<file path="src/rtl/vsd_pkg.sv">
// Package: shared encodings for the virtual address segment decoder.
// Assumes a 64-bit virtual address whose two top bits name the region.
package vsd_pkg;

    typedef enum logic [1:0] {
        RGN_USER   = 2'd0,
        RGN_SUPER  = 2'd1,
        RGN_PHYS   = 2'd2,
        RGN_KERNEL = 2'd3
    } region_e;

    typedef enum logic [2:0] {
        CA_RSVD0      = 3'd0,
        CA_RSVD1      = 3'd1,
        CA_UNCACHED   = 3'd2,
        CA_NONCOH     = 3'd3,
        CA_EXCL       = 3'd4,
        CA_EXCL_WR    = 3'd5,
        CA_UPDATE     = 3'd6,
        CA_UNC_ACCEL  = 3'd7
    } cache_alg_e;

    // Bit positions inside the virtual address that decoding depends on
    localparam int ALG_HI      = 61;
    localparam int ALG_LO      = 59;
    localparam int FLAVOR_HI   = 58;
    localparam int FLAVOR_LO   = 57;
    localparam int KDIRECT_LSB = 29;

endpackage

</file>
<file path="src/rtl/vsd_phys_window.sv">
// Module: vsd_phys_window
// Decodes an address in the unmapped physical window. The algorithm code
// selects the offset width and the uncached/accelerated flavor; illegal
// codes, oversized offsets and (base variant) nonzero flavors set bad.
// Assumes PA_W < 57 so the offset checks have a nonempty slice.
module vsd_phys_window
    import vsd_pkg::*;
#(
    parameter int VA_W        = 64,
    parameter int PA_W        = 40,
    parameter bit EXT_VARIANT = 1'b0
) (
    input  logic [VA_W-1:0] va,
    output logic [PA_W-1:0] pa,
    output logic            uncached,
    output logic            accelerated,
    output logic            bad
);

    localparam int NARROW_HI = FLAVOR_HI;
    localparam int WIDE_HI   = FLAVOR_LO - 1;

    cache_alg_e alg;
    logic       narrow_over;
    logic       wide_over;
    logic       flavor_set;
    logic       update_ok;

    assign alg         = cache_alg_e'(va[ALG_HI:ALG_LO]);
    assign narrow_over = |va[NARROW_HI:PA_W];
    assign wide_over   = |va[WIDE_HI:PA_W];
    assign flavor_set  = |va[FLAVOR_HI:FLAVOR_LO];

    // Variant choice for the cache-update code
    generate
        if (EXT_VARIANT) begin : g_upd_ext
            assign update_ok = 1'b1;
        end else begin : g_upd_base
            assign update_ok = 1'b0;
        end
    endgenerate

    // Classify the algorithm code and produce the window translation
    always_comb begin
        pa          = '0;
        uncached    = 1'b0;
        accelerated = 1'b0;
        bad         = 1'b0;
        unique case (alg)
            CA_NONCOH, CA_EXCL, CA_EXCL_WR: begin
                bad = narrow_over;
            end
            CA_UPDATE: begin
                bad = narrow_over | ~update_ok;
            end
            CA_UNCACHED, CA_UNC_ACCEL: begin
                bad         = wide_over | (flavor_set & ~EXT_VARIANT);
                uncached    = 1'b1;
                accelerated = (alg == CA_UNC_ACCEL);
            end
            default: begin
                bad = 1'b1;
            end
        endcase
        if (bad) begin
            uncached    = 1'b0;
            accelerated = 1'b0;
        end else begin
            pa = va[PA_W-1:0];
        end
    end

endmodule

</file>
<file path="src/rtl/vsd_super_check.sv">
// Module: vsd_super_check
// Legality of a supervisor-region access: mode, privilege, unused upper
// address bits and, on the extended variant, the extended-enable bit.
// Assumes SUP_VA_W <= VA_W-3.
module vsd_super_check #(
    parameter int VA_W        = 64,
    parameter int SUP_VA_W    = 40,
    parameter bit EXT_VARIANT = 1'b0
) (
    input  logic [VA_W-1:0] va,
    input  logic            mode32,
    input  logic [1:0]      priv_mode,
    input  logic            sx_enable,
    output logic            bad
);

    localparam int HOLE_HI = VA_W - 3;

    logic hole_set;
    logic sx_block;

    assign hole_set = |va[HOLE_HI:SUP_VA_W];

    // Extended-enable gate exists only on the extended variant
    generate
        if (EXT_VARIANT) begin : g_sx_ext
            assign sx_block = ~sx_enable;
        end else begin : g_sx_base
            logic unused_sx;
            assign unused_sx = sx_enable;
            assign sx_block  = 1'b0;
        end
    endgenerate

    // Combine the independent illegality causes
    always_comb begin
        bad = mode32 | priv_mode[1] | hole_set | sx_block;
    end

endmodule

</file>
<file path="src/rtl/vsd_kernel_direct.sv">
// Module: vsd_kernel_direct
// Detects the fixed kernel direct-mapped segment and strips its base bits.
// Assumes PA_W > KDIRECT_LSB.
module vsd_kernel_direct
    import vsd_pkg::*;
#(
    parameter int VA_W = 64,
    parameter int PA_W = 40
) (
    input  logic [VA_W-1:0] va,
    output logic            hit,
    output logic [PA_W-1:0] pa
);

    localparam int BASE_W = VA_W - KDIRECT_LSB;
    localparam logic [BASE_W-1:0] SEG_BASE = {{(BASE_W-2){1'b1}}, 2'b00};

    // Match the segment base and form the offset
    always_comb begin
        hit = (va[VA_W-1:KDIRECT_LSB] == SEG_BASE);
        pa  = '0;
        if (hit) begin
            pa[KDIRECT_LSB-1:0] = va[KDIRECT_LSB-1:0];
        end
    end

endmodule

</file>
<file path="src/rtl/vsd_segment_decoder.sv">
// Module: vsd_segment_decoder (top)
// Classifies a virtual address into its region, translates unmapped
// addresses, flags TLB-mapped ones and raises read/write address errors
// (never for prefetches). Results are registered: one cycle latency.
// Assumes a synchronous active-low reset.
module vsd_segment_decoder
    import vsd_pkg::*;
#(
    parameter int VA_W        = 64,
    parameter int PA_W        = 40,
    parameter int SUP_VA_W    = 40,
    parameter bit EXT_VARIANT = 1'b0
) (
    input  logic            clk,
    input  logic            rst_n,
    input  logic            req_valid,
    input  logic [VA_W-1:0] va,
    input  logic            is_write,
    input  logic            is_prefetch,
    input  logic            mode32,
    input  logic [1:0]      priv_mode,
    input  logic            sx_enable,
    output logic            rsp_valid,
    output logic [PA_W-1:0] pa,
    output logic            uncached,
    output logic            accelerated,
    output logic            need_tlb,
    output logic            err_read,
    output logic            err_write
);

    region_e         region;
    logic [PA_W-1:0] pw_pa;
    logic            pw_unc;
    logic            pw_acc;
    logic            pw_bad;
    logic            sup_bad;
    logic            kd_hit;
    logic [PA_W-1:0] kd_pa;

    logic [PA_W-1:0] nxt_pa;
    logic            nxt_unc;
    logic            nxt_acc;
    logic            nxt_tlb;
    logic            nxt_bad;

    assign region = region_e'(va[VA_W-1:VA_W-2]);

    vsd_phys_window #(
        .VA_W(VA_W), .PA_W(PA_W), .EXT_VARIANT(EXT_VARIANT)
    ) i_phys (
        .va(va), .pa(pw_pa), .uncached(pw_unc),
        .accelerated(pw_acc), .bad(pw_bad)
    );

    vsd_super_check #(
        .VA_W(VA_W), .SUP_VA_W(SUP_VA_W), .EXT_VARIANT(EXT_VARIANT)
    ) i_super (
        .va(va), .mode32(mode32), .priv_mode(priv_mode),
        .sx_enable(sx_enable), .bad(sup_bad)
    );

    vsd_kernel_direct #(
        .VA_W(VA_W), .PA_W(PA_W)
    ) i_kdir (
        .va(va), .hit(kd_hit), .pa(kd_pa)
    );

    // Select the per-region outcome
    always_comb begin
        nxt_pa  = '0;
        nxt_unc = 1'b0;
        nxt_acc = 1'b0;
        nxt_tlb = 1'b0;
        nxt_bad = 1'b0;
        unique case (region)
            RGN_PHYS: begin
                nxt_bad = pw_bad;
                nxt_pa  = pw_pa;
                nxt_unc = pw_unc;
                nxt_acc = pw_acc;
            end
            RGN_SUPER: begin
                nxt_bad = sup_bad;
                nxt_tlb = ~sup_bad;
            end
            RGN_KERNEL: begin
                nxt_pa  = kd_pa;
                nxt_tlb = ~kd_hit;
            end
            default: begin
                nxt_tlb = 1'b1;
            end
        endcase
    end

    // Capture the decode result; idle cycles and reset clear everything
    always_ff @(posedge clk) begin
        if (!rst_n || !req_valid) begin
            rsp_valid   <= 1'b0;
            pa          <= '0;
            uncached    <= 1'b0;
            accelerated <= 1'b0;
            need_tlb    <= 1'b0;
            err_read    <= 1'b0;
            err_write   <= 1'b0;
        end else begin
            rsp_valid   <= 1'b1;
            pa          <= nxt_pa;
            uncached    <= nxt_unc;
            accelerated <= nxt_acc;
            need_tlb    <= nxt_tlb;
            err_read    <= nxt_bad & ~is_write & ~is_prefetch;
            err_write   <= nxt_bad &  is_write & ~is_prefetch;
        end
    end

endmodule

</file>
<file path="config.mk">
export PLATFORM = sky130hd
export DESIGN_NAME = vsd_segment_decoder
export DESIGN_NICKNAME = d
export VERILOG_FILES = /design/src/rtl/vsd_pkg.sv /design/src/rtl/vsd_phys_window.sv /design/src/rtl/vsd_super_check.sv /design/src/rtl/vsd_kernel_direct.sv /design/src/rtl/vsd_segment_decoder.sv
export SDC_FILE = /design/constraint.sdc
export NUM_CORES = 1
export LEC_CHECK = 0
export ABC_AREA = 1
export BUFFER_PORTS_ARGS = -buffer_cell sky130_fd_sc_hd__buf_2
export CAP_MARGIN = 20
export CORE_MARGIN = 4
export CORE_UTILIZATION = 45
export DETAILED_ROUTE_END_ITERATION = 7
export GPL_ROUTABILITY_DRIVEN = 0
export GPL_TIMING_DRIVEN = 1
export PLACE_DENSITY = 0.95
export SLEW_MARGIN = 30
export SYNTH_ARGS = -nofsm -noshare
export SYNTH_HDL_FRONTEND = slang
export SYNTH_SLANG_ARGS = --single-unit
export TNS_END_PERCENT = 20
</file>
<file path="constraint.sdc">
create_clock -name clk -period 1.98 [get_ports clk]
set_input_delay 0.396 -clock clk [delete_from_list [all_inputs] [get_ports clk]]
set_output_delay 0.396 -clock clk [all_outputs]
set_load 0.005 [all_outputs]
</file>
# --- Yosys cells after proc, flatten, opt, wreduce, memory -nomap -nowiden ---
# Index checks and enable logic that the tools add are counted.
# W data, S select, Z words.
word_totals:
  reg_bits: 46
  latch_bits: 0
  ramBits: 0
  rom_bits: 0
  in_bits: 73
  output_inout_bits: 46
  elab_cells: 48
  memories: 0
classes:
  add_sub_neg: 0
  n_mul: 0
  div_mod_pow: 0
  n_lt_le_gt_ge: 0
  n_eq_ne: 9
  n_shift: 0
  n_mux: 8
  n_bitwise: 13
  n_reduce_logical: 11
op_table:
  columns: ["operator", "count"]
  rows:
  - ["$pmux W40 S2", 1]
  - ["$mux W40", 1]
  - ["$eq A35 B35 Y1 const B", 1]
  - ["$mux W29", 1]
  - ["$reduce_or A22 Y1", 1]
  - ["$reduce_or A19 Y1", 1]
  - ["$reduce_or A17 Y1", 1]
  - ["$eq A3 B3 Y1 const B", 3]
  - ["$eq A3 B2 Y1 const B", 2]
  - ["$not A1 Y1", 6]
  - ["$reduce_or A3 Y1", 2]
  - ["$and A1 B1 Y1", 4]
  - ["$eq A2 B2 Y1 const B", 2]
  - ["$pmux W1 S2", 2]
  - ["$reduce_or A2 Y1", 2]
  - ["$reduce_or A4 Y1", 1]
  - ["$or A1 B1 Y1", 3]
  - ["$pmux W1 S3", 1]
  - ["$eq A2 B1 Y1 const B", 1]
  - ["$logic_not A1 Y1", 2]
  - ["$mux W1", 2]
  - ["$logic_or A1 B1 Y1", 1]

# --- Depth between registers and ports, before layout ---
# Gate-level depths: netlist of run 1.
depth:
  depth_word: 6
  ltp_mapped: 9
  ltp_nobuf: 9

# --- Hierarchy ---
# Synthesis of run 1 repeated with hierarchy kept, for this count alone.
hier_totals:
  cells_unflattened: 463
  area_unflattened_um2: 2881.5
modules_own_cells:
  columns: ["mod", "instances", "cells_per_inst", "area_each_um2", "seq_area_each_um2"]
  rows:
  - ["vsd_segment_decoder", 1, 211, 1727.9, 920.9]
  - ["vsd_kernel_direct", 1, 103, 554.3, 0.0]
  - ["vsd_phys_window", 1, 127, 515.5, 0.0]
  - ["vsd_super_check", 1, 22, 83.8, 0.0]

# --- Least setup slack after synthesis of run 1 ---
# Ideal clock, no wire load.
synth_path:
  kind: "input to register"
  startpoint: "input port va[40]"
  endpoint: "register pa[19]"
  setup_ns: 0.066
  arrival_ns: 1.403
  required_time_ns: 1.914
  setup_slack_ns: 0.511
  path_stages: 8
  n_path_buf: 2
  path_cell_list: "or2_1 -> nor2_4 -> nand2_2 -> nor2_4 -> nand3_2 -> buf_6 -> buf_6 -> a21oi_2"
synth_via:
  elab_chain_len: 5
  word_cells_on_any_way: 8
  cone_classes: "eq/ne (1); mux (4); bitwise (1); reduce/logical (2)"
synth_rtl:
  columns: ["element", "line_no", "text"]
  rows:
  - ["from (decl)", "vsd_segment_decoder.sv:17", "input logic [VA_W-1:0] va,"]
  - ["$reduce_or A17 Y1", "vsd_phys_window.sv:31", "assign wide_over = |va[WIDE_HI:PA_W];"]
  - ["$or A1 B1 Y1", "vsd_phys_window.sv:57", "bad = wide_over | (flavor_set & ~EXT_VARIANT);"]
  - ["$pmux W1 S2", "vsd_phys_window.sv:49", "unique case (alg)"]
  - ["$mux W40", "vsd_phys_window.sv:65", "if (bad) begin"]
  - ["$pmux W40 S2 (*)", "vsd_segment_decoder.sv:76", "unique case (region)"]
  - ["to (signal assigned)", "vsd_segment_decoder.sv:109", "pa <= nxt_pa;"]
  - ["to (decl)", "vsd_segment_decoder.sv:24", "output logic [PA_W-1:0] pa,"]
# Mark *: on every way between the ends. The rest lies on a longest branch, timed or not.
# A chain may end at the register's enable or synchronous reset.

# --- Worst setup path in the final report of run 1 ---
layout_path:
  startpoint: "input port va[41]"
  endpoint: "register pa[15]"
# The elaborated chain is that of the path after synthesis.

==> results.txt, run 1 <==
The top cell types in the final layout, fill and taps aside, are sky130_fd_sc_hd__buf_2 (116), sky130_fd_sc_hd__nand2_1 (63), sky130_fd_sc_hd__dfxtp_1 (46), sky130_fd_sc_hd__nor2_1 (39), sky130_fd_sc_hd__inv_1 (25). The number of gates given a new drive strength after cts is 0. The fmax came out at 0.7033 GHz. The number of nets in the finished design is 439.

The total number of yosys warnings came out at 0. For hold timing, the worst endpoint is pa[18]. In this run the core area contains 23 standard-cell rows. The signal arrival time at the worst endpoint is roughly 1.6 ns. The largest net degree at the start of global routing came out at 32.

The number of buffers on the longest clock path is 2. Power spread over the standard cell area amounts to 631.8 nW/um2. The via count of the first global-routing pass came to between 1.5k and 2k. The leakage component of the power came out at 1.346 nW.

The number of maximum-capacitance constraint violations came out at 0. The sum of overflow across all layers after global routing came out at 0. The number of design rule violations left after detail routing came out at 0. The area of the core region is 4000 um2.

The number of violations reported at the end of detailed-routing iteration 0 came out at 73. The hold-critical path depth is 3. The worst min-delay path startpoint is va[18]. The overall via count from detail_route is 1881.

The run finished with clean final reports. The final number of max-transition violations came to 0. The number of antenna violations at the first check in global routing came to 0. The non-filler instance count after layout is 413. The count of nets left with antenna violations after detail routing is 0. The wire length per cell came out at 11.47 um. The time the worst path needs with I/O delays and setup came out at approximately 1.4 ns.

The count of port buffers added during placement came out at 116. The maximum fanout encountered on the critical timing path is 29. The area overhead of the layout relative to synthesis is 37.53%. The worst setup path is launched from a primary input. TritonCTS created 5 clock buffers.

The vertical die dimension came out at 72.47 um. The first-pass GRT wire length is 7479 um. In this run the tightest slew margin relative to its limit is 0.7632.

The critical path is of the primary input to flip-flop type. The horizontal die dimension is between 70 and 80 um. The kind of end point of the critical path is a flip-flop. Of the synthesized area, sequential elements account for 0.4923. The flip-flop and latch count after synthesis is 46.

The count of different cell masters after synthesis is 21. For this block, the routed nets add up to 4738 um of wire. Counting tap cells, the placed design contains a total of 405 instances. The clock slew seen by the registers of the worst setup and hold paths is 0.08 ns. The length of the first detailed-routing pass in iterations came out at 5.

The transition at the pin with the smallest max-transition slack came out at 0.3552 ns. The number of setup buffers added after CTS is 0. The total of hold buffers inserted after clock tree synthesis is 0. The post-synthesis instance area came out at 1871 um2. Setup repair after global routing left no endpoint under its margin. The final sum of negative setup slack is 0 ns. Once detailed placement completed, the half-perimeter wirelength came to 3732 um. The share of the clock period used by the worst path after layout is 0.7182. The H-tree depth came out at 2. The number of clock sinks is 46. The die footprint came out at approximately 5300 um2. The maximum VDD drop is 0.2782 mV. The tree is rooted in a sky130_fd_sc_hd__clkbuf_8. The library cell used most frequently in the layout, excluding fill and tap cells, is sky130_fd_sc_hd__buf_2.

The worst hold path belongs to the class primary input to flip-flop. The initial cell density of the core came out at 0.4676. The synthesized net count is 322. The gate count after technology mapping came out at 245. The share of cells above drive strength 1 came out at 0.3967. TritonCTS built the clock tree. The final number of hold-violating endpoints came out at 0. The required time of the critical path is 2.19 ns. The number of diodes added for antenna fixing came out at 0.

The average size of a mapped cell is 7.635 um2. The via density per instance is 4.554. The total of endpoints with negative setup slack in the final report came out at 0. The total I/O pin count is ~120. For this run, the total global-route usage over all layers was measured as 0.1787.
## cell usage after synthesis
master                     count  area, um2
sky130_fd_sc_hd__buf_2         4      20.02
sky130_fd_sc_hd__or2_2         1      6.260
sky130_fd_sc_hd__nor2_2        1      6.260
sky130_fd_sc_hd__a21oi_2      10      87.58
sky130_fd_sc_hd__dfxtp_1      46      920.9
sky130_fd_sc_hd__inv_2         1      3.750
sky130_fd_sc_hd__nand3b_1      2      15.01
sky130_fd_sc_hd__nand3_2       1      10.01
sky130_fd_sc_hd__nand2_1      63      236.5
sky130_fd_sc_hd__nor2_4        2      22.52
sky130_fd_sc_hd__ha_1          4      50.05
sky130_fd_sc_hd__nand2_2       1      6.260
sky130_fd_sc_hd__clkbuf_1      4      15.01
sky130_fd_sc_hd__buf_6         2      22.52
sky130_fd_sc_hd__nor2_1       39      146.4
sky130_fd_sc_hd__inv_1        25      93.84
sky130_fd_sc_hd__nand3_1       7      35.03
sky130_fd_sc_hd__nand4_1       8      50.05
sky130_fd_sc_hd__or2_1         2      12.51
sky130_fd_sc_hd__nor3_1        2      10.01
sky130_fd_sc_hd__a21oi_1      20      100.1
## routing by layer
| layer | track usage | vias to the layer above | routed length, um | share of wire |
|---|---|---|---|---|
| li1 | - | 995 | - | - |
| met1 | 0.1940 | 823 | 1786 | 0.38 |
| met5 | 0 | - | 0 | 0 |
| met3 | 0.03463 | 6 | 296 | 0.062 |
| met2 | 0.3478 | 57 | 2596 | 0.55 |
| met4 | 0.04918 | 0 | 59 | 0.012 |
## critical path, stage by stage
cell                      delay [ns]
sky130_fd_sc_hd__buf_2          0.11
sky130_fd_sc_hd__or2_1          0.25
sky130_fd_sc_hd__nor2_2         0.18
sky130_fd_sc_hd__inv_2          0.06
sky130_fd_sc_hd__nor2_4         0.13
sky130_fd_sc_hd__nand3_2        0.06
sky130_fd_sc_hd__buf_4          0.24
sky130_fd_sc_hd__a21oi_1        0.20
## kinds of logic after synthesis
group                      share of synthesized area
and+or+nand+nor                               0.2977
AOI/OAI and AO/OA                             0.1003
DFF                                           0.4923
adders and majority gates                    0.02676
buffers and inverters                        0.08294
## registers in the layout, summed over array words and instances, names as in the netlist
signal / flops
pa: 40
rsp_valid: 1
err_read: 1
uncached: 1
accelerated: 1
need_tlb: 1
err_write: 1
## through the flow
stage | worst slack [ns] | util | instance area [um2] | total power, W | hold slack (ns)
5_1_grt | 0.4452 | 0.6431 | 2572 | 0.001703 | 0.3176
2_1_floorplan | 0.5105 | - | 1871 | 0.001014 | 0.5082
4_1_cts | 0.5638 | 0.6431 | 2572 | 0.001646 | 0.3169
3_5_place_dp | 0.2617 | 0.6215 | 2486 | 0.001109 | 0.6266
6_report | 0.5580 | 0.6431 | 2572 | 0.001625 | 0.3246
3_3_place_gp | 0.3481 | 0.6215 | 2486 | 0.001105 | 0.6249
## power breakdown
group / internal, W / switching (W) / leakage (nW) / total (W)
logic: 0.0000765 / 0.0000841 / 0.930 / 0.000161
clock network: 0.000249 / 0.000289 / 0.0452 / 0.000538
registers: 0.000926 / 0.000000438 / 0.371 / 0.000927
## worst max-delay path by stage
stage,from,to,slack (ns),cells after the start
final,va[41],pa[15],0.56,8
after detailed placement,va[41],pa[15],0.26,8
after global placement,va[40],pa[1],0.35,8
after global routing,va[41],pa[5],0.45,8
after CTS,va[41],pa[5],0.56,8
after floorplan,va[40],pa[19],0.51,8
## cell type report
class	count	area, um2
inverter	26	97.59
sequential	46	920.9
tap	50	62.56
fill	371	1428
clock inverter	2	13.76
timing repair buffer	120	610.6
multi-input combinational	163	794.5
clock buffer	6	72.57
Note: power is estimated with default switching activity, not from simulation.
==> run 2: changes to the inputs <==
- ABC_AREA: 1 -> 0
- CORE_UTILIZATION: 45 -> 40
- PLACE_DENSITY: 0.95 -> 0.9
- clock period: 1.98 -> 1.4 ns (I/O delays scaled with it)
==> results.txt, run 2 <==
The area overhead of the layout relative to synthesis is 59.42% (was 37.53%). The relative max-transition margin is 0.7454 (was 0.7632). The sum of overflow across all layers after global routing is 0 (unchanged). The maximum fanout encountered on the critical timing path came out at 23 (was 29). The count of buffering cells on the critical path with inverters included came out at 2 (was 3).

The family of cells with the greatest summed delay on the critical path is simple AND/OR/NAND/NOR gates (unchanged). The TritonCTS clock tree is built (unchanged). The flip-flop and latch count after synthesis is 46 (unchanged).

The number of core rows came out at 23 (unchanged). The overall via count from detail_route is 1621 (was 1881). The number of design rule violations left after detail routing is 0 (unchanged).

The count of nets left with antenna violations after detail routing is 0 (unchanged). The number of clock sinks is 46 (unchanged). The final reports fail on negative setup slack. The most repeated cell in the gate-level netlist after synthesis is sky130_fd_sc_hd__dfxtp_1 (was sky130_fd_sc_hd__nand2_1). The sequential area share after synthesis came out at 0.5440 (was 0.4923). The total of endpoints with negative setup slack in the final report is 42 (was 0). The cell area after placement came out at 2497 um2 (was 2486 um2).

The buffer cell driving the clock tree root is sky130_fd_sc_hd__clkbuf_8 (unchanged). The largest area contributor in the synthesized netlist is sky130_fd_sc_hd__dfxtp_1 (unchanged). The time the worst path needs with I/O delays and setup is 1.556 ns. The fmax is between 0.6 and 0.7 GHz. The count of port buffers added during placement is 116 (unchanged). The via count of the first global-routing pass came out at 1587 (was 1769). The share of cells above drive strength 1 came out at 0.5878 (was 0.3967).

Most frequent cells in the layout: sky130_fd_sc_hd__buf_2 (110), sky130_fd_sc_hd__dfxtp_1 (46), sky130_fd_sc_hd__buf_4 (21), sky130_fd_sc_hd__a21boi_2 (20) (was sky130_fd_sc_hd__buf_2 (116), sky130_fd_sc_hd__nand2_1 (63), sky130_fd_sc_hd__dfxtp_1 (46), sky130_fd_sc_hd__nor2_1 (39), sky130_fd_sc_hd__inv_1 (25)). The initial cell density of the core came out at 0.4172 (was 0.4676). The maximum VDD drop came out at 0.4996 mV (was 0.2782 mV).

Biggest area contributors in the synthesized netlist: sky130_fd_sc_hd__dfxtp_1 (54%), sky130_fd_sc_hd__a21boi_2 (11%), sky130_fd_sc_hd__a21boi_1 (4.4%) (was sky130_fd_sc_hd__dfxtp_1 (49%), sky130_fd_sc_hd__nand2_1 (13%), sky130_fd_sc_hd__nor2_1 (7.8%)). The via density per instance was 4.685 (was 4.554). The worst hold slack after final layout is 0.2029 ns (was 0.3246 ns). The clock slew seen by the registers of the worst setup and hold paths came to 0.08 ns (about the same). The number of diodes added for antenna fixing is 0 (unchanged). The total routing usage reported by global routing is 0.1662 (was 0.1787). The register bank with the most flops is pa (unchanged). The area of the core region is 4058 um2 (was 4000 um2). The power density relative to cell area is 925.5 nW/um2 (was 631.8 nW/um2).

The post-route worst setup slack is -0.1557 ns (was 0.5580 ns). The count of flip-flops with a built-in enable after synthesis is 0 (unchanged). The final number of hold-violating endpoints is 0 (unchanged). The total number of yosys warnings is 0 (unchanged).

The number of fillers in the final layout is 317 (was 371). The gate count after technology mapping is 157 (was 245). The number of maximum-capacitance constraint violations came to 0 (unchanged). The proportion of register bits with asynchronous set or reset after synthesis is 0 (unchanged). Cells along the critical path: buf_8 -> nor4_4 -> nand4_1 -> or4_4 -> buf_12 -> a21boi_2 (was buf_2 -> or2_1 -> nor2_2 -> inv_2 -> nor2_4 -> nand3_2 -> buf_4 -> a21oi_1).

The leakage component of the power is 1.367 nW (was 1.346 nW). Unrepaired setup endpoints after global routing: yes (was no). The count of different cell masters after synthesis came out at 31 (was 21). The synthesized net count was 234 (was 322).

The cell at the slowest stage of the critical path was sky130_fd_sc_hd__or4_4 (was sky130_fd_sc_hd__or2_1). The sum of net half-perimeters after detailed placement came to 3522 um (was 3732 um). The number of buffers on the longest clock path came to 2 (unchanged). The required time of the critical path is 1.63 ns (was 2.19 ns). The kind of end point of the critical path is a flip-flop (unchanged). Dividing the final minimum period by the clock period gives 1.111. The H-tree depth came to 2 (unchanged). The horizontal die dimension came out at 73.06 um (was 72.47 um). The total I/O pin count is 119 (unchanged).

The cell count after placement is 337 (was 405). The worst setup path category is primary input to flip-flop (unchanged). The number of violations reported at the end of detailed-routing iteration 0 came to 25 (was 73). The wire length per cell came out at 12.71 um (was 11.47 um). The largest net degree at the start of global routing was 30 (was 32). The die footprint is 5337 um2 (was 5252 um2). The flip-flop count of the largest register after layout is 40 (unchanged). The clock buffer count from CTS is 5 (unchanged). The length of the first detailed-routing pass in iterations is 4 (was 5). The commonest non-fill, non-tap cell in the layout is sky130_fd_sc_hd__buf_2 (unchanged).

The first-pass GRT wire length came out at 6865 um (was 7479 um). The fraction of synthesized cell area taken by the top area cell type came out at 0.5440 (was 0.4923). The total length of routed wires came out at 4398 um (was 4738 um). The number of nets in the finished design came out at 372 (was 439). The final sum of negative setup slack is -5.230 ns (was 0 ns).

The category of the worst setup path launch point is a primary input (unchanged). The prevailing post-synth register cell is sky130_fd_sc_hd__dfxtp_1 (unchanged). Run status: complete, but fails checks (was finished, final reports clean).

The number of antenna violations at the first check in global routing is 0 (unchanged). The average size of a mapped cell is 10.78 um2 (was 7.635 um2). Top cells by count, synth: sky130_fd_sc_hd__dfxtp_1 (46), sky130_fd_sc_hd__a21boi_2 (17), sky130_fd_sc_hd__nor2_1 (16), sky130_fd_sc_hd__inv_1 (13) (was sky130_fd_sc_hd__nand2_1 (63), sky130_fd_sc_hd__dfxtp_1 (46), sky130_fd_sc_hd__nor2_1 (39), sky130_fd_sc_hd__inv_1 (25), sky130_fd_sc_hd__a21oi_1 (20)).

The total chip power came to 0.002498 W (was 0.001625 W). The class of the most critical hold timing path is primary input to flip-flop (unchanged). The transition at the pin with the smallest max-transition slack is 0.3787 ns (was 0.3552 ns). The signal arrival time at the worst endpoint is 1.78 ns (was 1.64 ns). The post-synthesis instance area is 1693 um2 (was 1871 um2). The vertical die dimension is 73.06 um (was 72.47 um). The biggest cell delay along the critical path came out at 0.59 ns (was 0.25 ns). The final number of max-transition violations is 0 (unchanged). The non-filler instance count after layout is 346 (was 413). The cell area after layout came to 2699 um2 (was 2572 um2).
-- run 2: cell count changes after synthesis, moves of 4 or more --
cell | previous run | this run
sky130_fd_sc_hd__a21boi_1 | 0 | 10
sky130_fd_sc_hd__nand2_1 | 63 | 4
sky130_fd_sc_hd__a21boi_2 | 0 | 17
sky130_fd_sc_hd__nand3_1 | 7 | 3
sky130_fd_sc_hd__nor4_2 | 0 | 4
sky130_fd_sc_hd__nor2_1 | 39 | 16
sky130_fd_sc_hd__inv_1 | 25 | 13
sky130_fd_sc_hd__a21oi_1 | 20 | 2
sky130_fd_sc_hd__a21oi_2 | 10 | 0
-- run 2: final timing paths --
check | start | end | slack, ns | cells past startpoint
max | va[47] | pa[3] | -0.16 | 6
min | va[30] | pa[30] | 0.20 | 3
-- run 2: cell type report --
type / count / area [um2] / area share
timing repair buffer: 140 / 839.6 / 0.3111
inverter: 13 / 48.80 / 0.01808
sequential: 46 / 920.9 / 0.3412
clock inverter: 1 / 30.03 / 0.01113
multi-input combinational: 89 / 720.7 / 0.2670
tap: 50 / 62.56 / 0.02318
clock buffer: 7 / 76.32 / 0.02828
-- run 2: report_power, final --
group,total [W],switching [W],internal (W)
clock,0.000941,0.000407,0.000534
sequential,0.00131,0.000000642,0.00131
combinational,0.000245,0.0000945,0.000151
total,0.00250,0.000502,0.00200
-- run 2: what timing repair did --
action                                  4_1_cts  5_1_grt
resized for setup                            16       11
setup buffers                                 1        0
pin swaps                                     1        1
endpoints found under the setup margin       42       43
hold buffers                                  0        0
-- run 2: stage by stage --
stage	util	setup slack, ns
2_1_floorplan	-	-0.2397
3_3_place_gp	0.6155	-0.5823
3_5_place_dp	0.6155	-0.6582
4_1_cts	0.6565	-0.08873
5_1_grt	0.6651	-0.2046
6_report	0.6651	-0.1557
-- run 2: cell families (layout without fill, tap and decap cells) --
| group | after synthesis | in the layout | share of synthesized area |
|---|---|---|---|
| compound gates | 35 | 35 | 0.1899 |
| simple gates | 49 | 49 | 0.1670 |
| flops | 46 | 46 | 0.5440 |
| xor+xnor | 1 | 1 | 0.005175 |
| buf+inv | 22 | 161 | 0.06430 |
| fa+ha+maj | 4 | 4 | 0.02957 |
-- run 2: worst min-delay path, cell delays in order --
cell,delay (ns)
sky130_fd_sc_hd__buf_2,0.10
sky130_fd_sc_hd__inv_1,0.04
sky130_fd_sc_hd__nor2_1,0.03
-- run 2: metal layers --
metal  GRT usage  wire length, um  up-vias  part of all wire
met5           0                0        -                 0
met4     0.05533               58        0             0.013
met1      0.1770             1621      719              0.37
li1            -                -      817                 -
met2      0.3029             2233       79              0.51
met3     0.05647              484        6              0.11
